<file path="src/rtl/lfsr_leap_pkg.sv">
// Package: shared types for the leap-forward LFSR generator.
// Assumes: nothing beyond standard SystemVerilog.
package lfsr_leap_pkg;

    // Source selected for the next register value.
    typedef enum logic [1:0] {
        SRC_HOLD    = 2'd0,
        SRC_LOAD    = 2'd1,
        SRC_RECOVER = 2'd2,
        SRC_ADVANCE = 2'd3
    } lfsr_src_e;

endpackage

</file>
<file path="src/rtl/lfsr_leap_unroll.sv">
// Module: lfsr_leap_unroll
// Computes STEPS serial LFSR steps in pure combinational logic.
// One step shifts the word up one place and inserts the parity of the
// masked bits at bit 0.
// Assumes: 1 <= STEPS, W >= 2, the mask's top set bit is the feedback point.
module lfsr_leap_unroll #(
    parameter int          W     = 30,
    parameter logic [W-1:0] MASK = '1,
    parameter int          STEPS = 30
) (
    input  logic [W-1:0] cur,
    output logic [W-1:0] nxt
);

    logic [W-1:0] stage [STEPS+1];

    // Chain entry: the present state.
    assign stage[0] = cur;

    for (genvar i = 0; i < STEPS; i++) begin : g_step
        logic fb;
        // Feedback bit for this step.
        assign fb = ^(stage[i] & MASK);
        // Shift up and insert the feedback.
        assign stage[i+1] = {stage[i][W-2:0], fb};
    end

    // Chain exit: the state after STEPS steps.
    assign nxt = stage[STEPS];

endmodule

</file>
<file path="src/rtl/lfsr_seed_fix.sv">
// Module: lfsr_seed_fix
// Replaces an all-zero seed with all ones, so that the lock-up state
// never reaches the register.
// Assumes: any nonzero seed is acceptable as is.
module lfsr_seed_fix #(
    parameter int W = 30
) (
    input  logic [W-1:0] raw,
    output logic [W-1:0] safe
);

    // Substitute all ones for zero.
    always_comb begin
        if (raw == '0) safe = '1;
        else           safe = raw;
    end

endmodule

</file>
<file path="src/rtl/lfsr_leap_ctrl.sv">
// Module: lfsr_leap_ctrl
// Picks the source of the next state.
// Priority: run-time load, then zero recovery, then advance, then hold.
// Assumes: reset is applied by the register stage, not here.
module lfsr_leap_ctrl
    import lfsr_leap_pkg::*;
(
    input  logic      seed_load,
    input  logic      step_en,
    input  logic      state_zero,
    output lfsr_src_e src
);

    // Fixed-priority source choice.
    always_comb begin
        if (seed_load)       src = SRC_LOAD;
        else if (state_zero) src = SRC_RECOVER;
        else if (step_en)    src = SRC_ADVANCE;
        else                 src = SRC_HOLD;
    end

endmodule

</file>
<file path="src/rtl/lfsr_leap_gen.sv">
// Module: lfsr_leap_gen (top)
// Leap-forward Fibonacci LFSR: each enabled clock advances STEPS serial
// steps at once, so the output words are not simple shifts of each other.
// Assumes: synchronous active-low reset; 1 <= STEPS <= STATE_W;
// OUT_W <= STATE_W; TAP_MASK has bit STATE_W-1 set for full length.
module lfsr_leap_gen
    import lfsr_leap_pkg::*;
#(
    parameter int                 STATE_W  = 30,
    parameter logic [STATE_W-1:0] TAP_MASK = 30'h20000029,
    parameter int                 OUT_W    = 30,
    parameter int                 STEPS    = OUT_W,
    parameter logic [STATE_W-1:0] SEED     = 30'h0BADF00D
) (
    input  logic               clk,
    input  logic               rst_n,
    input  logic               step_en,
    input  logic               seed_load,
    input  logic [STATE_W-1:0] seed_val,
    output logic [OUT_W-1:0]   rand_out
);

    localparam logic [STATE_W-1:0] SEED_SAFE = (SEED == '0) ? '1 : SEED;

    logic [STATE_W-1:0] state_q;
    logic [STATE_W-1:0] state_d;
    logic [STATE_W-1:0] leap_val;
    logic [STATE_W-1:0] load_val;
    logic               state_zero;
    lfsr_src_e          src;

    // Zero detect for lock-up recovery.
    assign state_zero = (state_q == '0);

    lfsr_leap_unroll #(
        .W     (STATE_W),
        .MASK  (TAP_MASK),
        .STEPS (STEPS)
    ) u_unroll (
        .cur (state_q),
        .nxt (leap_val)
    );

    lfsr_seed_fix #(
        .W (STATE_W)
    ) u_seed_fix (
        .raw  (seed_val),
        .safe (load_val)
    );

    lfsr_leap_ctrl u_ctrl (
        .seed_load  (seed_load),
        .step_en    (step_en),
        .state_zero (state_zero),
        .src        (src)
    );

    // Next-state multiplexer.
    always_comb begin
        unique case (src)
            SRC_LOAD:    state_d = load_val;
            SRC_RECOVER: state_d = '1;
            SRC_ADVANCE: state_d = leap_val;
            default:     state_d = state_q;
        endcase
    end

    // State register with synchronous reset to the seed.
    always_ff @(posedge clk) begin
        if (!rst_n) state_q <= SEED_SAFE;
        else        state_q <= state_d;
    end

    // Output word from the low state bits.
    assign rand_out = state_q[OUT_W-1:0];

endmodule

</file>
<file path="config.mk">
export PLATFORM = sky130hd
export DESIGN_NAME = lfsr_leap_gen
export DESIGN_NICKNAME = d
export VERILOG_FILES = /design/src/rtl/lfsr_leap_pkg.sv /design/src/rtl/lfsr_leap_unroll.sv /design/src/rtl/lfsr_seed_fix.sv /design/src/rtl/lfsr_leap_ctrl.sv /design/src/rtl/lfsr_leap_gen.sv
export SDC_FILE = /design/constraint.sdc
export NUM_CORES = 1
export LEC_CHECK = 0
export BUFFER_PORTS_ARGS = -buffer_cell sky130_fd_sc_hd__buf_2
export CAP_MARGIN = 20
export CORE_MARGIN = 2
export CORE_UTILIZATION = 51
export CTS_CLUSTER_DIAMETER = 50
export CTS_CLUSTER_SIZE = 28
export DETAILED_ROUTE_END_ITERATION = 16
export PLACE_DENSITY = 0.78
export SLEW_MARGIN = 10
export SYNTH_ARGS = -nofsm -noshare
export SYNTH_HDL_FRONTEND = slang
export SYNTH_SLANG_ARGS = --single-unit
</file>
<file path="constraint.sdc">
create_clock -name clk -period 3.5 [get_ports clk]
set_input_delay 0.175 -clock clk [delete_from_list [all_inputs] [get_ports clk]]
set_output_delay 0.175 -clock clk [all_outputs]
set_load 0.01 [all_outputs]
</file>
==> results of run 1 <==
[critical path: stages (launching register included)]
cell and delay [ns]:
dfxtp_2 0.36, xnor2_2 0.25, xnor3_2 0.40, xnor3_1 0.42, xor3_2 0.44, buf_6 0.15, xnor2_4 0.15, xnor3_1 0.44
xnor3_2 0.45, xnor2_2 0.16, o221ai_2 0.11
[stage by stage]
| step | cells | instance area [um2] | utilization | hold slack [ns] | setup slack [ns] |
|---|---|---|---|---|---|
| floorplan | 298 | 3118 | - | 0.3225 | 0.004075 |
| global placement | 453 | 3697 | 0.6320 | 0.4409 | 0.01173 |
| detailed placement | 453 | 3697 | 0.6320 | 0.4399 | -0.05202 |
| CTS | 462 | 3794 | 0.6484 | 0.1463 | 0.004420 |
| global route | 468 | 3970 | 0.6786 | 0.1577 | -0.06414 |
| finish | 468 | 3970 | 0.6786 | 0.1502 | -0.003036 |
[metal layers]
metal	wire length [um]	share of wire	global-route usage	vias up
li1	-	-	-	1257
met1	3694	0.41	0.3733	1317
met2	4420	0.49	0.4508	137
met3	669	0.074	0.04396	25
met4	310	0.034	0.1373	0
met5	0	0	0	-
[placed cells by master (no fill, tap or decap), types with 2 or more instances in the layout]
master	n
or2_2	2
o221ai_1	7
buf_2	63
xnor2_4	8
nand4_1	4
dfxtp_2	9
nor2_1	30
o22ai_1	15
a21oi_1	17
nor4_1	14
xor2_2	2
clkbuf_8	5
clkbuf_1	2
xnor3_1	13
o211ai_1	2
buf_4	45
nand2_1	11
xnor3_2	13
dfxtp_1	19
xor3_1	2
xnor2_2	8
dfxtp_4	2
o21ai_0	12
inv_1	2
or3_1	2
a2bb2oi_1	3
xor3_2	5
xnor2_1	46
xor2_1	16
[final timing paths]
check                               to  cells after the start  slack (ns)
max           rand_out[3]$_SDFFE_PN1P_                     10      -0.003
min          rand_out[19]$_SDFFE_PN1P_                      3        0.15
max reg2reg   rand_out[3]$_SDFFE_PN1P_                     10      -0.003
min reg2reg   rand_out[5]$_SDFFE_PN0P_                      2        0.52
[layout make-up]
type	instances	area [um2]
well taps	75	93.84
clock buffers	7	76.32
inverters	2	7.507
multi-input cells	245	2509
flip-flops and latches	30	619.3
repair buffers	109	664.4
fillers	438	1881
[cells by family after synthesis]
kind of cell	count (synthesis)	synth area share
xor gates and xnor gates	116	0.5293
and+or+nand+nor	66	0.1007
AOI/OAI and AO/OA	63	0.1343
DFF	30	0.1965
buffers and inverters	23	0.03929
[repair_timing]
item,4_1_cts,5_1_grt
gates resized for setup,3,25
endpoints found under the setup margin,4,5
pin swaps,3,9
hold endpoints to repair,0,0
buffers inserted,2,6
==> results.txt, run 1 <==
Status - finished with violations
Failing checks - setup timing
Fin Clk Skew - 0.007255 ns
Bufs on Longest Clock Path - 2
Clock buffer count from CTS - 5
Hold Fails Final Rpt - 0
Initial antenna violation count - 0
Count of flip-flops with a built-in enable after synthesis - 0
Synth unique cells - 39
Clock Pin Slew Worst Setup and Hold Paths - 0.07 ns
Slew HR - 0.4701
Largest register FFs - 30
DRC errors left - 0
Crit path DAT - 3.63 ns
Clk_lat worst skew - 0.28 ns
Count leader, synth - xnor2_1
Avg Cell Area, Syn - 10.26 um2
CTS sink cnt - 30
Largest net degree at the start of global routing - 28
Drt total wl - 9.094 mm
Req. time, crit path - 3.63 ns
Endpoint class of the critical path - flop
DIE AREA - 6628 um2
DR iter-0 viols - 251
RSZ-0062 raised after global routing - true
Period utilization - 1.001
Root buffer selected by CTS - clkbuf_8
Warnings from Yosys - 0
Critical path type - reg -> reg
Final worst slack - -0.003036 ns
H-tree depth - 2
Synthesized net count - 332
Via count - 2736
Gr usage total - 0.2819
Main synth FF type - dfxtp_1
GRT overflow - 0
Initial Util - 0.5225
Post-synth top area share - 0.1965
CTS Hold Bufs - 0
Hold path start - seed_val[19]
Synth top cells by count - 56 x xnor2_1, 30 x dfxtp_1, 30 x nor2_1
Number of global-route vias before repair - 2589
Final #Nets - 427
Post-synth ARST share - 0
Global-route wire length before repair - 13.61 mm
Wirelength per Cell - 19.43 um
Crit path max fanout - 5
Vias per cell - 5.846
Hold WC Path Type - in -> reg
TritonCTS clock tree - built
Min Tclk post-route - 3.503 ns
Fmax - 0.2855 GHz
Layout cells sized above 1 - 0.4351
HPWL Detailed - 7.011 mm
Max-slew violations - 0
Seq cells post-synth - 30
Width of the die - 81.42 um
Reg-to-Reg Start - rand_out[24]$_SDFFE_PN1P_
Ant diodes - 0
Worst-Margin Slew - 0.7919 ns
Synthesized cell area - 3057 um2
Setup_tns - -0.003036 ns
Sequential-to-total area share from yosys stat - 0.1965
Chip Height - 81.42 um
Worst Setup SP - rand_out[24]$_SDFFE_PN1P_
IO Count - 64
Post-Syn Instances - 298
Std-Cell Rows - 28
Area leader, netlist - dfxtp_1
Core ar. - 5851 um2
RD Place Congestion - 0.9114
Max-Cap Viols - 0
Antenna viol nets, final - 0
Synth top area cells - dfxtp_1 20%, xnor2_1 16%, xnor3_1 12%
CP Launch Type - flop
IO buf count - 63
Area Overhead vs Synth - 29.88%
1st-pass router iterations - 4
Final setup violation count - 1
Power of run 1 is not shown: default switching activity piles up to over one toggle a cycle in this logic, so the estimate is an artifact.
==> run 2: changes to the inputs <==
--- a/config.mk
+++ b/config.mk
@@ -8,7 +8,7 @@
 export BUFFER_PORTS_ARGS = -buffer_cell sky130_fd_sc_hd__buf_2
 export CAP_MARGIN = 20
 export CORE_MARGIN = 2
-export CORE_UTILIZATION = 51
+export CORE_UTILIZATION = 52
 export CTS_CLUSTER_DIAMETER = 50
 export CTS_CLUSTER_SIZE = 28
 export DETAILED_ROUTE_END_ITERATION = 16
@@ -16,4 +16,5 @@
 export SLEW_MARGIN = 10
 export SYNTH_ARGS = -nofsm -noshare
 export SYNTH_HDL_FRONTEND = slang
+export SYNTH_HIERARCHICAL = 1
 export SYNTH_SLANG_ARGS = --single-unit
==> run 2 against run 1 <==
  * The run now ends clean
  * Register-to-register slack improved by 0.05 ns
  * Critical path type unchanged
  * Critical path depth increased by 1
  * Flip-flop and latch count unchanged
  * Clock-buffer cell count increased by 1
  * First-iteration DRC count decreased by 58%
==> results.txt, run 2 <==
Worst-Margin Slew - 0.8555 ns (was 0.7919 ns)
TritonCTS clock tree - built (unchanged)
IO Count - 64 (unchanged)
Min Tclk post-route - 3.457 ns (was 3.503 ns)
Crit path DAT - 3.64 ns (was 3.63 ns)
Seq cells post-synth - 30 (unchanged)
Vias per cell - 5.694 (was 5.846)
1st-pass router iterations - 4 (unchanged)
HPWL Detailed - 6.698 mm (was 7.011 mm)
Hold WC Path Type - in -> reg (unchanged)
Chip Height - 87.29 um (was 81.42 um)
Via count - 2682 (was 2736)
Final #Nets - 424 (was 427)
Crit path max fanout - 5 (unchanged)
Width of the die - 87.29 um (was 81.42 um)
Antenna viol nets, final - 0 (unchanged)
Setup_tns - 0 ns (was -0.003036 ns)
IO buf count - 63 (unchanged)
Post-synth top area share - 0.1665 (was 0.1965)
FILL cells - 527 (was 438)
Req. time, crit path - 3.68 ns (was 3.63 ns)
CTS Hold Bufs - 0 (unchanged)
DRC errors left - 0 (unchanged)
Initial Util - 0.5339 (was 0.5225)
Root buffer selected by CTS - clkbuf_8 (unchanged)
Endpoint class of the critical path - flop (unchanged)
Area leader, netlist - dfxtp_1 (unchanged)
Drt total wl - 9.401 mm (was 9.094 mm)
Status - finished clean (was finished with violations)
Final setup violation count - 0 (was 1)
Crit path largest cell delay - 0.51 ns (was 0.45 ns)
Synth unique cells - 27 (was 39)
Warnings from Yosys - 6 (was 0)
Synthesized net count - 361 (was 332)
Fmax - 0.2893 GHz (was 0.2855 GHz)
H-tree depth - 2 (unchanged)
Clock Pin Slew Worst Setup and Hold Paths - 0.06 ns (was 0.07 ns)
Initial antenna violation count - 0 (unchanged)
Std-Cell Rows - 30 (was 28)
Main synth FF type - dfxtp_1 (unchanged)
Count leader, synth - xnor2_1 (unchanged)
Area Overhead vs Synth - 20.88% (was 29.88%)
CP Launch Type - flop (unchanged)
Max-slew violations - 0 (unchanged)
Period utilization - 0.9878 (was 1.001)
CP max-delay cell - xnor3_2 (unchanged)
RSZ-0062 raised after global routing - true (unchanged)
Core ar. - 6756 um2 (was 5851 um2)
Largest register FFs - 30 (unchanged)
Max-Cap Viols - 0 (unchanged)
Synth top area cells - dfxtp_1 17%, xnor2_1 15%, xnor3_1 10% (was dfxtp_1 20%, xnor2_1 16%, xnor3_1 12%)
CP most frequent cell - xnor3_2
Hold Fails Final Rpt - 0 (unchanged)
Post-synth ARST share - 0 (unchanged)
Ant diodes - 0 (unchanged)
Clk_lat worst skew - 0.29 ns (was 0.28 ns)
Slew HR - 0.4244 (was 0.4701)
Most frequent cells in the layout - 63 x buf_2, 50 x xnor2_1, 41 x buf_4 (was 63 x buf_2, 46 x xnor2_1, 45 x buf_4)
Fin Clk Skew - 0.007913 ns (was 0.007255 ns)
Post-Syn Instances - 327 (was 298)
RD Place Congestion - 0.9246 (was 0.9114)
Layout cells sized above 1 - 0.5601 (was 0.4351)
Count of flip-flops with a built-in enable after synthesis - 0 (unchanged)
CP Cell Sequence - xnor2_4, xnor3_2, xnor3_2, xnor3_2, xnor3_2, xor2_4, xnor2_2, buf_4, buf_4, xnor2_1, o221a_1 (was xnor2_2, xnor3_2, xnor3_1, xor3_2, buf_6, xnor2_4, xnor3_1, xnor3_2, xnor2_2, o221ai_2)
GRT overflow - 0 (unchanged)
CTS sink cnt - 30 (unchanged)
Number of global-route vias before repair - 2564 (was 2589)
DR iter-0 viols - 105 (was 251)
Global-route wire length before repair - 13.97 mm (was 13.61 mm)
Avg Cell Area, Syn - 11.03 um2 (was 10.26 um2)
Critical path type - reg -> reg (unchanged)
Commonest non-fill, non-tap cell in the layout - buf_2 (unchanged)
Gr usage total - 0.2434 (was 0.2819)
Wirelength per Cell - 19.96 um (was 19.43 um)
Bufs on Longest Clock Path - 2 (unchanged)
Synthesized cell area - 3607 um2 (was 3057 um2)
Synth top cells by count - 60 x xnor2_1, 30 x buf_4, 30 x dfxtp_1, 30 x o21bai_2, 20 x xor2_1 (was 56 x xnor2_1, 30 x dfxtp_1, 30 x nor2_1)
Largest net degree at the start of global routing - 31 (was 28)
Clock buffer count from CTS - 5 (unchanged)
DIE AREA - 7620 um2 (was 6628 um2)
Sequential-to-total area share from yosys stat - 0.1665 (was 0.1965)
## run 2: cell count changes after synthesis, moves of 15 or more
cell      before  now
a21oi_1       17    0
buf_4          4   30
nor2_1        30    5
mux2_4         0   16
o21bai_2       0   30
o221a_1        0   15
## run 2: kinds of logic (layout without fill, tap and decap cells)
logic type / count (synthesis) / count (layout) / synth area share
compound gates: 61 / 61 / 0.1686
xor+xnor: 113 / 113 / 0.4006
mux: 30 / 30 / 0.1103
flops: 30 / 30 / 0.1665
simple gates: 39 / 39 / 0.05307
buf+inv: 54 / 118 / 0.1009
## run 2: area by class of cell
class / count / area [um2] / share of cell area
clock buffers: 8 / 80.08 / 0.01836
inverters: 5 / 18.77 / 0.004304
multi-input cells: 243 / 2895 / 0.6640
flip-flops and latches: 30 / 631.9 / 0.1449
well taps: 80 / 100.1 / 0.02296
repair buffers: 105 / 634.4 / 0.1455
## run 2: metrics by stage
step / setup slack, ns / hold slack (ns) / utilization / instance area (um2) / instances
4_1_cts: 0.001643 / 0.3170 / 0.6137 / 4146 / 460
2_1_floorplan: -0.03182 / 0.4430 / - / 3729 / 327
6_report: 0.04280 / 0.3308 / 0.6454 / 4360 / 471
3_3_place_gp: -0.04131 / 0.6169 / 0.5931 / 4008 / 449
3_5_place_dp: -0.05487 / 0.6240 / 0.5931 / 4008 / 449
5_1_grt: -0.06065 / 0.3505 / 0.6454 / 4360 / 471
## run 2: per-layer routing
metal / wire length, um / GRT usage / vias to the layer above
met5: 0 / 0 / -
met4: 242 / 0.07273 / 0
met3: 500 / 0.03697 / 18
met2: 4678 / 0.4056 / 99
met1: 3979 / 0.3258 / 1305
li1: - / - / 1260
## run 2: critical path: cells and delay by family, from the launching register on
| kind | cells | cell delay (ns) |
|---|---|---|
| xor gates and xnor gates | 8 | 2.43 |
| DFF | 1 | 0.38 |
| AOI/OAI and AO/OA | 1 | 0.26 |
| buffers and inverters | 2 | 0.27 |
## run 2: what timing repair did
item                       4_1_cts  5_1_grt
gates resized for setup          5       22
setup buffers                    3       11
pin swaps                        2       15
setup endpoints to repair        1        3
## run 2: final timing paths
path / start / to / slack, ns / depth (start not counted)
worst min-delay path: rst_n / rand_out[2]$_SDFFE_PN1P_ / 0.33 / 2
worst max register to register: rand_out[26]$_SDFFE_PN0P_ / rand_out[5]$_SDFFE_PN0P_ / 0.04 / 11
worst min register to register: rand_out[28]$_SDFFE_PN0P_ / rand_out[28]$_SDFFE_PN0P_ / 0.74 / 2
worst max-delay path: rand_out[26]$_SDFFE_PN0P_ / rand_out[5]$_SDFFE_PN0P_ / 0.04 / 11
Power of run 2 is left out for the same reason.
==> run 3: changes to the inputs <==
--- a/config.mk
+++ b/config.mk
@@ -8,7 +8,7 @@
 export BUFFER_PORTS_ARGS = -buffer_cell sky130_fd_sc_hd__buf_2
 export CAP_MARGIN = 20
 export CORE_MARGIN = 2
-export CORE_UTILIZATION = 52
+export CORE_UTILIZATION = 51
 export CTS_CLUSTER_DIAMETER = 50
 export CTS_CLUSTER_SIZE = 28
 export DETAILED_ROUTE_END_ITERATION = 16
@@ -16,5 +16,5 @@
 export SLEW_MARGIN = 10
 export SYNTH_ARGS = -nofsm -noshare
 export SYNTH_HDL_FRONTEND = slang
-export SYNTH_HIERARCHICAL = 1
 export SYNTH_SLANG_ARGS = --single-unit
+export TNS_END_PERCENT = 100
==> constraint.sdc (replaced) <==
create_clock -name clk -period 2.88 [get_ports clk]
set_input_delay 0.144 -clock clk [delete_from_list [all_inputs] [get_ports clk]]
set_output_delay 0.144 -clock clk [all_outputs]
set_load 0.01 [all_outputs]
==> run 3 against run 2 <==
  * The flow now finishes with violations (setup timing)
  * First-iteration DRC count rose to 4.7 times the previous value
  * Wire length up 28%
  * Hold slack worse by 0.21 ns
  * Core utilization up 16 points
  * Sequential share of layout area fell by 1.5 points
  * Die area is 13% lower
  * Non-clock buffer count increased by 64
  * Register-to-register slack worse by 0.58 ns
  * Global-route usage grew 11 points
  * Clock skew rose by 0.0033 ns
  * Worst setup slack worse by 0.58 ns
  * Critical path depth unchanged
  * Highest routed layer unchanged
==> results.txt, run 3 (synthesis results as in run 1) <==
H-tree depth - 2 (unchanged)
Fin Clk Skew - 0.01125 ns (was 0.007913 ns)
RD Place Congestion - 0.9453 (was 0.9246)
Area of the multi-input gates - 2736 um2 (was 2895 um2)
GRT overflow - 0 (unchanged)
Clock buffer count from CTS - 5 (unchanged)
RSZ-0062 raised after global routing - true (unchanged)
FILL cells - 309 (was 527)
Reg2Reg Setup Slack - -0.53 ns (was 0.04 ns)
Hold WC Path Type - in -> reg (unchanged)
Clock Pin Slew Worst Setup and Hold Paths - 0.07 ns (was 0.06 ns)
Initial antenna violation count - 0 (unchanged)
Critical path type - reg -> reg (unchanged)
Antenna viol nets, final - 0 (unchanged)
Min Tclk post-route - 3.414 ns (was 3.457 ns)
IO Count - 64 (unchanged)
Layout cells sized above 1 - 0.5683 (was 0.5601)
CTS Hold Bufs - 0 (unchanged)
IO buf count - 63 (unchanged)
Crit path max fanout - 5 (unchanged)
Core ar. - 5851 um2 (was 6756 um2)
Final #Nets - 487 (was 424)
Global-route wire length before repair - 16.97 mm (was 13.97 mm)
Max-slew violations - 0 (unchanged)
Worst R2R Path Depth - 11 (unchanged)
Worst Setup SP - rand_out[4]$_SDFFE_PN0P_ (was rand_out[26]$_SDFFE_PN0P_)
Ant diodes - 0 (unchanged)
CP Launch Type - flop (unchanged)
Std-Cell Rows - 28 (was 30)
Drt total wl - 11.99 mm (was 9.401 mm)
Bufs on Longest Clock Path - 2 (unchanged)
Req. time, crit path - 3.04 ns (was 3.68 ns)
TritonCTS clock tree - built (unchanged)
Final core utilization - 0.8071 (was 0.6454)
Chip Height - 81.42 um (was 87.29 um)
HPWL Detailed - 7.855 mm (was 6.698 mm)
Sequential Area - 615.6 um2 (was 631.9 um2)
Largest register FFs - 30 (unchanged)
DIE AREA - 6628 um2 (was 7620 um2)
Final setup violation count - 13 (was 0)
Hold Crit Depth - 3 (was 2)
Via count - 3276 (was 2682)
Status - finished with violations (was finished clean)
Width of the die - 81.42 um (was 87.29 um)
DRC errors left - 0 (unchanged)
Reg-to-Reg Start - rand_out[4]$_SDFFE_PN0P_ (was rand_out[26]$_SDFFE_PN0P_)
Commonest non-fill, non-tap cell in the layout - buf_4 (was buf_2)
Largest net degree at the start of global routing - 28 (was 31)
Hold Fails Final Rpt - 0 (unchanged)
Vias per cell - 6.193 (was 5.694)
Clk_lat worst skew - 0.30 ns (was 0.29 ns)
Endpoint class of the critical path - flop (unchanged)
Final worst slack - -0.5344 ns (was 0.04280 ns)
Worst-Margin Slew - 0.8328 ns (was 0.8555 ns)
Slew HR - 0.4427 (was 0.4244)
Failing checks - setup timing
Crit path DAT - 3.58 ns (was 3.64 ns)
Wirelength per Cell - 22.66 um (was 19.96 um)
Root buffer selected by CTS - clkbuf_8 (unchanged)
Fmax - 0.2929 GHz (was 0.2893 GHz)
1st-pass router iterations - 5 (was 4)
Initial Util - 0.5225 (was 0.5339)
DR iter-0 viols - 491 (was 105)
CTS sink cnt - 30 (unchanged)
Worst hold endpoint - rand_out[19]$_SDFFE_PN1P_ (was rand_out[2]$_SDFFE_PN1P_)
Area Overhead vs Synth - 54.48% (was 20.88%)
Gr usage total - 0.3575 (was 0.2434)
Max-Cap Viols - 0 (unchanged)
Period utilization - 1.186 (was 0.9878)
Hold path start - seed_val[19] (was rst_n)
Most frequent cells in the layout - 93 x buf_4, 63 x buf_2, 33 x xnor2_1 (was 63 x buf_2, 50 x xnor2_1, 41 x buf_4)
Reg-to-Reg End - rand_out[3]$_SDFFE_PN1P_ (was rand_out[5]$_SDFFE_PN0P_)
Number of global-route vias before repair - 3122 (was 2564)
-- run 3: cell types whose count changed in the layout (fill, tap and decap cells not counted), sizes merged, moves of 3 or more --
cell and delta:
a21oi +17, a2bb2oi +3, buf +64, inv -3, mux2 -30, nand2 -5, nor2 +25, o21ai +13
o21bai -29, o221a -14, o221ai +8, xnor2 -3, xnor3 +4, xor3 +3
-- run 3: how the worst max path moves through the flow --
stage | to | slack, ns
3_3_place_gp | rand_out[3]$_SDFFE_PN1P_ | -0.50
3_5_place_dp | rand_out[3]$_SDFFE_PN1P_ | -0.62
4_1_cts | rand_out[3]$_SDFFE_PN1P_ | -0.45
6_report | rand_out[3]$_SDFFE_PN1P_ | -0.53
2_1_floorplan | rand_out[3]$_SDFFE_PN1P_ | -0.57
5_1_grt | rand_out[0]$_SDFFE_PN1P_ | -0.62
-- run 3: metal layers --
| layer | share of wire | GRT usage |
|---|---|---|
| met1 | 0.37 | 0.4386 |
| met5 | 0 | 0 |
| met2 | 0.49 | 0.6115 |
| met3 | 0.082 | 0.05055 |
| met4 | 0.062 | 0.1864 |
-- run 3: stage by stage --
| step | hold WS [ns] | worst slack [ns] | instances | setup TNS, ns | instance area, um2 |
|---|---|---|---|---|---|
| after floorplan | 0.2915 | -0.5690 | 298 | -3.365 | 3136 |
| after global placement | 0.3990 | -0.5039 | 508 | -4.130 | 4140 |
| after detailed placement | 0.4096 | -0.6232 | 508 | -5.705 | 4140 |
| after CTS | 0.1030 | -0.4472 | 524 | -3.590 | 4542 |
| after global routing | 0.1302 | -0.6163 | 529 | -5.916 | 4722 |
| final | 0.1229 | -0.5344 | 529 | -4.906 | 4722 |
-- run 3: critical path, stage by stage, from the launching register on --
cell	delay [ns]
dfxtp_2	0.34
xnor3_2	0.51
buf_12	0.17
xnor2_4	0.21
buf_6	0.13
xnor3_2	0.30
xnor2_2	0.19
xnor2_2	0.28
xnor3_1	0.45
xnor3_2	0.45
xnor2_2	0.15
o221ai_2	0.09
-- run 3: final cells by class --
type / count / share of cell area
sequential: 30 / 0.1304
tap: 75 / 0.01987
multi-input combinational: 245 / 0.5795
clock buffer: 7 / 0.01828
clock inverter: 1 / 0.001060
inverter: 2 / 0.001590
timing repair buffer: 169 / 0.2493
-- run 3: repair_timing --
item,4_1_cts,5_1_grt
pin swaps,20,9
gates resized for setup,41,22
setup endpoints to repair,14,14
buffers inserted,8,5
Power of run 3 is left out for the same reason.
